File: src/rtl/dcs_pkg.sv
package dcs_pkg;
  typedef enum logic [2:0] {
    S_IDLE, S_FW0, S_FW1, S_DECODE, S_EXEC, S_DONE
  } seq_state_t;

  localparam int CODE_HI   = 31;
  localparam int CODE_LO   = 24;
  localparam int FLAG_DC   = 31;
  localparam int FLAG_CC   = 30;
  localparam int FLAG_IZC  = 29;
  localparam int FLAG_SKIP = 28;
  localparam int KEY_LO    = 24;
endpackage

File: src/rtl/dcs_xfer.sv
module dcs_xfer #(
  parameter int AW = 24,
  parameter int CW = 16,
  parameter int KW = 4,
  parameter logic [7:0] BACK_CODE = 8'h0C
) (
  input  logic          clk,
  input  logic          rst,
  input  logic          load,
  input  logic [31:0]   w0,
  input  logic [31:0]   w1,
  input  logic          exec,
  input  logic          dev_strobe,
  output logic          dev_ready,
  output logic [7:0]    cur_code,
  output logic [AW-1:0] cur_addr,
  output logic [CW-1:0] cur_count,
  output logic          cur_skip,
  output logic [KW-1:0] cur_wkey,
  output logic          cur_dc,
  output logic          cur_cc,
  output logic          cur_izc,
  output logic          cnt_zero
);
  import dcs_pkg::*;

  logic take;
  logic unused_rsv;

  assign unused_rsv = ^w1[KEY_LO-1:CW];
  assign dev_ready  = exec && (cur_count != '0);
  assign cnt_zero   = (cur_count == '0);
  assign take       = dev_ready && dev_strobe;

  always_ff @(posedge clk) begin
    if (rst) begin
      cur_code  <= '0;
      cur_addr  <= '0;
      cur_count <= '0;
      cur_skip  <= 1'b0;
      cur_wkey  <= '0;
      cur_dc    <= 1'b0;
      cur_cc    <= 1'b0;
      cur_izc   <= 1'b0;
    end else if (load) begin
      cur_code  <= w0[CODE_HI:CODE_LO];
      cur_addr  <= w0[AW-1:0];
      cur_count <= w1[CW-1:0];
      cur_skip  <= w1[FLAG_SKIP];
      cur_wkey  <= w1[KEY_LO +: KW];
      cur_dc    <= w1[FLAG_DC];
      cur_cc    <= w1[FLAG_CC];
      cur_izc   <= w1[FLAG_IZC];
    end else if (take) begin
      cur_count <= cur_count - CW'(1);
      if (cur_code == BACK_CODE) cur_addr <= cur_addr - AW'(1);
      else                       cur_addr <= cur_addr + AW'(1);
    end
  end

  // an accepted byte lowers the count by exactly one
  p_count_step_r3: assert property (@(posedge clk) disable iff (rst)
    (take && !load) |=> cur_count == $past(cur_count) - CW'(1));

  // address moves by one in the direction the code selects
  p_addr_step_r3: assert property (@(posedge clk) disable iff (rst)
    (take && !load) |=> (cur_addr == $past(cur_addr) + AW'(1)) ||
                        (cur_addr == $past(cur_addr) - AW'(1)));

  // skip and key only change on a descriptor load
  p_attr_hold_r5: assert property (@(posedge clk) disable iff (rst)
    !load |=> $stable(cur_skip) && $stable(cur_wkey));
endmodule

File: src/rtl/dcs_fsm.sv
module dcs_fsm #(
  parameter int AW = 24,
  parameter logic [7:0] JUMP_CODE = 8'h08
) (
  input  logic          clk,
  input  logic          rst,
  input  logic          start,
  input  logic [AW-1:0] start_addr,
  output logic          mem_req,
  output logic [AW-1:0] mem_addr,
  input  logic          mem_ack,
  input  logic [31:0]   mem_rdata,
  input  logic          cnt_zero,
  input  logic          cur_dc,
  input  logic          cur_cc,
  input  logic          cur_izc,
  output logic [31:0]   w0,
  output logic [31:0]   w1,
  output logic          load,
  output logic          exec,
  output logic          order_active,
  output logic          order_new,
  output logic          order_end,
  output logic          irq_req,
  output logic          prog_check,
  output logic          seq_busy
);
  import dcs_pkg::*;

  localparam logic [AW-1:0] DESC_STEP = AW'(8);
  localparam logic [AW-1:0] WORD_STEP = AW'(4);

  seq_state_t    state;
  logic [AW-1:0] ptr;
  logic          jump_prev;
  logic          new_pend;
  logic          is_jump;

  assign is_jump  = (w0[CODE_HI:CODE_LO] == JUMP_CODE);
  assign load     = (state == S_DECODE) && !is_jump;
  assign exec     = (state == S_EXEC);
  assign mem_req  = (state == S_FW0) || (state == S_FW1);
  assign mem_addr = (state == S_FW1) ? ptr + WORD_STEP : ptr;
  assign seq_busy = (state != S_IDLE);

  always_ff @(posedge clk) begin
    if (rst) begin
      state        <= S_IDLE;
      ptr          <= '0;
      w0           <= '0;
      w1           <= '0;
      jump_prev    <= 1'b0;
      new_pend     <= 1'b0;
      order_active <= 1'b0;
      order_new    <= 1'b0;
      order_end    <= 1'b0;
      irq_req      <= 1'b0;
      prog_check   <= 1'b0;
    end else begin
      order_new  <= 1'b0;
      order_end  <= 1'b0;
      irq_req    <= 1'b0;
      prog_check <= 1'b0;
      unique case (state)
        S_IDLE: if (start) begin
          ptr       <= start_addr;
          jump_prev <= 1'b0;
          new_pend  <= 1'b1;
          state     <= S_FW0;
        end
        S_FW0: if (mem_ack) begin
          w0    <= mem_rdata;
          state <= S_FW1;
        end
        S_FW1: if (mem_ack) begin
          w1    <= mem_rdata;
          state <= S_DECODE;
        end
        S_DECODE: begin
          if (is_jump) begin
            if (jump_prev) begin
              prog_check   <= 1'b1;
              order_active <= 1'b0;
              state        <= S_IDLE;
            end else begin
              ptr       <= w0[AW-1:0];
              jump_prev <= 1'b1;
              state     <= S_FW0;
            end
          end else begin
            jump_prev <= 1'b0;
            state     <= S_EXEC;
            if (new_pend) begin
              order_new    <= 1'b1;
              order_active <= 1'b1;
              new_pend     <= 1'b0;
            end
          end
        end
        S_EXEC: if (cnt_zero) begin
          irq_req <= cur_izc;
          state   <= S_DONE;
          if (!cur_dc) begin
            order_end    <= 1'b1;
            order_active <= 1'b0;
          end
        end
        S_DONE: begin
          if (cur_dc || cur_cc) begin
            ptr      <= ptr + DESC_STEP;
            new_pend <= !cur_dc;
            state    <= S_FW0;
          end else begin
            state <= S_IDLE;
          end
        end
        default: state <= S_IDLE;
      endcase
    end
  end

  // a pending read keeps its request and address
  p_req_hold_r2: assert property (@(posedge clk) disable iff (rst)
    (mem_req && !mem_ack) |=> mem_req && $stable(mem_addr));

  // the order indication only falls on completion or abort
  p_active_fall_r4: assert property (@(posedge clk) disable iff (rst)
    $fell(order_active) |-> (order_end || prog_check));

  // the interrupt request is a single-cycle pulse
  p_irq_pulse_r8: assert property (@(posedge clk) disable iff (rst)
    irq_req |=> !irq_req);

  // a chained fetch is not delayed by the interrupt
  p_no_delay_r8: assert property (@(posedge clk) disable iff (rst)
    (irq_req && (cur_dc || cur_cc)) |=> mem_req);

  // an abort leaves the sequencer idle
  p_abort_idle_r7: assert property (@(posedge clk) disable iff (rst)
    prog_check |-> !seq_busy && !order_active);

  // a new order never coincides with a completion
  p_new_excl_r10: assert property (@(posedge clk) disable iff (rst)
    order_new |-> !order_end && order_active);
endmodule

File: src/rtl/desc_chain_seq.sv
module desc_chain_seq #(
  parameter int AW = 24,
  parameter int CW = 16,
  parameter int KW = 4,
  parameter logic [7:0] JUMP_CODE = 8'h08,
  parameter logic [7:0] BACK_CODE = 8'h0C
) (
  input  logic          clk,
  input  logic          rst,
  input  logic          start,
  input  logic [AW-1:0] start_addr,
  output logic          mem_req,
  output logic [AW-1:0] mem_addr,
  input  logic          mem_ack,
  input  logic [31:0]   mem_rdata,
  input  logic          dev_strobe,
  output logic          dev_ready,
  output logic [7:0]    cur_code,
  output logic [AW-1:0] cur_addr,
  output logic [CW-1:0] cur_count,
  output logic          cur_skip,
  output logic [KW-1:0] cur_wkey,
  output logic          order_active,
  output logic          order_new,
  output logic          order_end,
  output logic          irq_req,
  output logic          prog_check,
  output logic          seq_busy
);
  logic [31:0] w0, w1;
  logic        load, exec, cnt_zero;
  logic        cur_dc, cur_cc, cur_izc;

  dcs_fsm #(.AW(AW), .JUMP_CODE(JUMP_CODE)) u_fsm (
    .clk(clk), .rst(rst), .start(start), .start_addr(start_addr),
    .mem_req(mem_req), .mem_addr(mem_addr), .mem_ack(mem_ack),
    .mem_rdata(mem_rdata), .cnt_zero(cnt_zero), .cur_dc(cur_dc),
    .cur_cc(cur_cc), .cur_izc(cur_izc), .w0(w0), .w1(w1), .load(load),
    .exec(exec), .order_active(order_active), .order_new(order_new),
    .order_end(order_end), .irq_req(irq_req), .prog_check(prog_check),
    .seq_busy(seq_busy)
  );

  dcs_xfer #(.AW(AW), .CW(CW), .KW(KW), .BACK_CODE(BACK_CODE)) u_xfer (
    .clk(clk), .rst(rst), .load(load), .w0(w0), .w1(w1), .exec(exec),
    .dev_strobe(dev_strobe), .dev_ready(dev_ready), .cur_code(cur_code),
    .cur_addr(cur_addr), .cur_count(cur_count), .cur_skip(cur_skip),
    .cur_wkey(cur_wkey), .cur_dc(cur_dc), .cur_cc(cur_cc),
    .cur_izc(cur_izc), .cnt_zero(cnt_zero)
  );

  // no byte is offered once the count is zero
  p_zero_no_ready_r11: assert property (@(posedge clk) disable iff (rst)
    (cur_count == '0) |-> !dev_ready);
endmodule

File: config.mk
export PLATFORM = sky130hd
export DESIGN_NAME = desc_chain_seq
export DESIGN_NICKNAME = d
export VERILOG_FILES = /design/src/rtl/dcs_pkg.sv /design/src/rtl/dcs_xfer.sv /design/src/rtl/dcs_fsm.sv /design/src/rtl/desc_chain_seq.sv
export SDC_FILE = /design/constraint.sdc
export NUM_CORES = 1
export LEC_CHECK = 0
export BUFFER_PORTS_ARGS = -buffer_cell sky130_fd_sc_hd__buf_2
export CAP_MARGIN = 15
export CORE_ASPECT_RATIO = 0.9
export CORE_MARGIN = 8
export CORE_UTILIZATION = 50
export CTS_BUF_LIST = sky130_fd_sc_hd__clkbuf_2 sky130_fd_sc_hd__clkbuf_4 sky130_fd_sc_hd__clkbuf_8
export DETAILED_ROUTE_END_ITERATION = 7
export PLACE_DENSITY = 0.8
export SETUP_SLACK_MARGIN = 0.2
export SYNTH_ARGS = -nofsm -noshare
export SYNTH_HDL_FRONTEND = slang
export SYNTH_SLANG_ARGS = --single-unit
export TNS_END_PERCENT = 5
File: constraint.sdc
create_clock -name clk -period 4.3 [get_ports clk]
set_input_delay 0.215 -clock clk [delete_from_list [all_inputs] [get_ports clk]]
set_output_delay 0.215 -clock clk [all_outputs]
set_load 0.01 [all_outputs]
==> out/results.md <==
| Item | Reported |
|:---|:---|
| Status | complete, no violations |
| Fraction of final layout cells sized beyond drive strength 1 | 0.1744 |
| Final hold violation count | 0 |
| R2R Setup Slk | 0.52 ns |
| First-pass GRT wire length | 41,770 um |
| Crit start category | flop |
| Maximum vdd drop | 0.2787 mV |
| Highest-delay cell along the critical path | inv_1 |
| # rows | 43 |
| Number of DRC violations after detailed routing | 0 |
| Die extent in x | 149.1 um |
| Number of nets with antenna violations after detailed routing | 0 |
| Synth Instances | 1,052 |
| Number of global-route vias before repair | 7,906 |
| Worst slew slack as a fraction of its limit | 0.2449 |
| Final routed wirelength across all metal layers | 26,130 um |
| FMAX | 264.3 MHz |
| H-tree depth reported by CTS | 4 |
| Crit. End Element | flop |
| Starting Density | 0.5148 |
| Number of antenna violations at the first check in global routing | 1 |
| Depth of the most critical reg-to-reg path | 12 |
| Dpl cells | 1,340 |
| Most common cell type on the critical path | nor4b_1 |
| Critical path, cell by cell | nor4b_1, nand2_1, inv_1, buf_4, ha_1, nor2b_1, o21bai_1, a21oi_1, a21boi_0, o21ai_0, nor4b_1, a211o_1 |
| Period utilisation layout | 0.8799 |
| Count of warnings emitted by yosys | 0 |
| Data required time of the worst path | 4.73 ns |
| Logic depth of the worst path, buffers included | 12 |
| Cell class contributing the biggest share of worst-path delay | compound AO/OA/AOI/OAI gates |
| Total power density per cell area | 359.0 nW/um2 |
| Worst-Skew Late Latency | 0.47 ns |
| Worst Max-Slew Pin Slew | 1.133 ns |
| Leakage power of the design | 3.921 nW |
| Met2 usage | 0.3938 |
| Routed len/inst | 18.73 um |
| Pin count of the biggest net entering global routing | 94 |
| Clk buf depth | 2 |
| CTS tree | yes |
| Clock tree skew after final layout | 0.01034 ns |
| Combined area of all synthesized cells | 7976 um2 |
| Via count of the routed design | 8,417 |
| Number of violations reported at the end of detailed-routing iteration 0 | 908 |
| Number of top-level pins | 146 |
| Max-capacitance violation count | 0 |
| Worst hold path cell count | 3 |
| RePlAce Congestion | 0.9392 |
| Total of fill cells in the finished design | 1,413 |
| Total Negative Setup Slacks | 0 ns |
| Diode count | 0 |
| Clk slew on worst S/H paths | 0.09 ns |
| Synth cell types | 67 |
| # port buffers | 145 |
| Kind of path behind the tightest hold check | primary input to flop |
| Total area of sequential cells | 2923 um2 |
| Arrival @ worst endpoint | 4.21 ns |
| Number of search-and-repair iterations in the first detailed-routing pass | 5 |
| Number of buffers added for setup after CTS | 0 |
| DIE HEIGHT | 135.8 um |
| Footprint of the multi-input gates | 4693 um2 |
| Asr flop ratio synth | 0 |
| Post-route minimum period | 3.783 ns |
| Top flip-flop cell by instance count after synthesis | dfxtp_1 |
| Vias per inst | 6.034 |
| Global routing usage on met1 | 0.3311 |
| Number of flops mapped to enable cells by yosys | 0 |
| GRT Overall Usage | 0.2573 |
| Synthesized area divided by synthesized cell count | 7.582 um2 |
| Core area | 15,490 um2 |
| Busiest grt layer | met2 |
| DPL Wire Length | 18,400 um |
| Inserted Clock Buffers | 17 |
| Syn_nets | 1,139 |
| Total Nets Final | 1,267 |
| Sequential element share of the synthesized area | 0.3664 |
| Buffer and inverter count on the worst path | 2 |
| Pins Over Slew Limit | 0 |
| Relative area change from synthesis to final layout | 18.09% |
| CP Max Fanout | 17 |
| Die area | 20,260 um2 |
| Final setup vio count | 0 |
| Buffer type at the clock tree root | clkbuf_8 |
| Number of resized instances in the post-cts repair step | 0 |
| Num Clock Sinks | 146 |
| Unrepaired setup endpoints after global routing | no |
| GR Util met3 | 0.07542 |
| Synthesized flop and latch total | 146 |
| Finished Layout Cells | 1,395 |
| Total global routing overflow | 0 |
| Type of the worst setup path | flop to flop |
| Highest cell delay on the worst timing path | 0.52 ns |
[path summary, 6_finish.rpt]
path                                    startpoint                  end
worst min register to register         u_fsm.w1[0]          u_fsm.w1[0]
worst max-delay path            u_xfer.cur_code[7]  u_xfer.cur_addr[16]
worst min-delay path                 mem_rdata[12]         u_fsm.w1[12]
worst max register to register  u_xfer.cur_code[7]  u_xfer.cur_addr[16]
[through the flow]
step	instance area, um2	utilization	worst slack (ns)	hold WS (ns)	power [mW]
3_3_place_gp	8778	0.5665	0.7310	0.4398	2.227
4_1_cts	9419	0.6079	0.5562	0.001121	3.381
5_1_grt	9419	0.6079	0.2730	0.0006775	3.544
2_1_floorplan	7976	-	1.167	0.3510	2.015
6_report	9419	0.6079	0.5166	0.01751	3.381
3_5_place_dp	8778	0.5665	0.6039	0.4456	2.241
[flip-flops by register name, summed over array words and instances, names as in the netlist]
name                cells
u_fsm.irq_req           1
u_fsm.jump_prev         1
u_fsm.new_pend          1
u_fsm.order_active      1
u_fsm.order_end         1
u_fsm.order_new         1
u_fsm.prog_check        1
u_fsm.ptr              24
u_fsm.state             3
u_fsm.w0               32
u_fsm.w1               24
u_xfer.cur_addr        24
u_xfer.cur_cc           1
u_xfer.cur_code         8
u_xfer.cur_count       16
u_xfer.cur_dc           1
u_xfer.cur_izc          1
u_xfer.cur_skip         1
u_xfer.cur_wkey         4
[power breakdown]
part / internal, mW / total [mW] / switching [mW] / leakage [nW]
Combinational: 0.261 / 0.679 / 0.418 / 2.53
Sequential: 1.44 / 1.56 / 0.123 / 1.18
Clock: 0.563 / 1.14 / 0.576 / 0.205
Total: 2.26 / 3.38 / 1.12 / 3.92
[cell type report]
type,instances,share of cell area
Multi-Input combinational cell,818,0.4983
Sequential cell,146,0.3103
Timing Repair Buffer,184,0.1158
Clock buffer,20,0.02856
Tap cell,202,0.02683
Clock inverter,12,0.01501
Inverter,13,0.005181
[layout by cell type, fill, tap and decap left out, drive strengths merged, types with 7 or more instances in the layout]
master       synthesis  routed
nor2                88      88
and3                16      16
nor3                27      27
o31ai                9       9
clkbuf              60      20
nand2              205     205
inv                 13      19
o22ai                9       9
dfxtp              146     146
a221oi              12      12
a21o                12      12
a21oi              140     140
nor2b               10      10
xor2                16      16
a22oi               33      33
xnor2               25      25
ha                  25      25
a211oi               8       8
nor4                10      10
o21ai               46      46
dlygate4sd3          0      23
nand3               24      24
buf                 15     161
o21bai               7       7
nand4               11      11
[Yosys cell counts, types with 4 or more instances]
cell type	instances	area [um2]
buf_6	4	45.04
a211oi_1	8	60.06
a21oi_1	140	700.7
o31ai_1	9	67.56
nand2_1	205	769.5
and2_1	4	25.02
dfxtp_1	146	2923
xor2_1	16	140.1
a31oi_1	5	31.28
buf_2	7	35.03
nor3_1	27	135.1
nor3b_1	5	37.54
o21a_1	6	45.04
nor4_1	9	56.30
nor4b_1	5	43.79
a221oi_1	12	105.1
a22o_1	4	35.03
o21ai_0	45	225.2
o22ai_1	9	56.30
nor2_1	87	326.6
ha_1	25	312.8
nor2b_1	10	62.56
a21o_1	12	90.09
clkbuf_1	60	225.2
a311oi_1	5	43.79
nand3_1	24	120.1
and3_1	16	100.1
inv_1	13	48.80
o21bai_1	7	52.55
xnor2_1	25	219.0
nand3b_1	4	30.03
nand4_1	11	68.82
a22oi_1	33	247.7
[metal layers]
layer | part of all wire | wire length (um) | vias up
li1 | - | - | 4005
met4 | 0.031 | 807 | 2
met2 | 0.45 | 11710 | 372
met3 | 0.093 | 2442 | 65
met1 | 0.43 | 11150 | 3973
met5 | 0.00050 | 13 | -
[worst reg2reg max path: stages, from the launching register on]
cell and delay [ns]:
dfxtp_1 0.33, nor4b_1 0.43, nand2_1 0.22, inv_1 0.52
buf_4 0.27, ha_1 0.28, nor2b_1 0.16, o21bai_1 0.18
a21oi_1 0.19, a21boi_0 0.45, o21ai_0 0.22, nor4b_1 0.33
a211o_1 0.15
[cell families (layout without fill, tap and decap cells)]
group / after synthesis / in the layout / synth area share
XOR/XNOR: 41 / 41 / 0.04502
buffers and inverters: 88 / 229 / 0.04722
adder cells (fa/ha/maj): 26 / 26 / 0.04173
AND/OR/NAND/NOR: 428 / 428 / 0.2460
multiplexers: 3 / 3 / 0.003922
AO/OA/AOI/OAI: 320 / 320 / 0.2497
flip-flops: 146 / 146 / 0.3664
[what timing repair did]
action / CTS / global route
endpoints found under the setup margin: 0 / 0
hold buffers: 23 / 0
endpoints found under the hold margin: 35 / 0
Power figures use the tool's default switching activity.
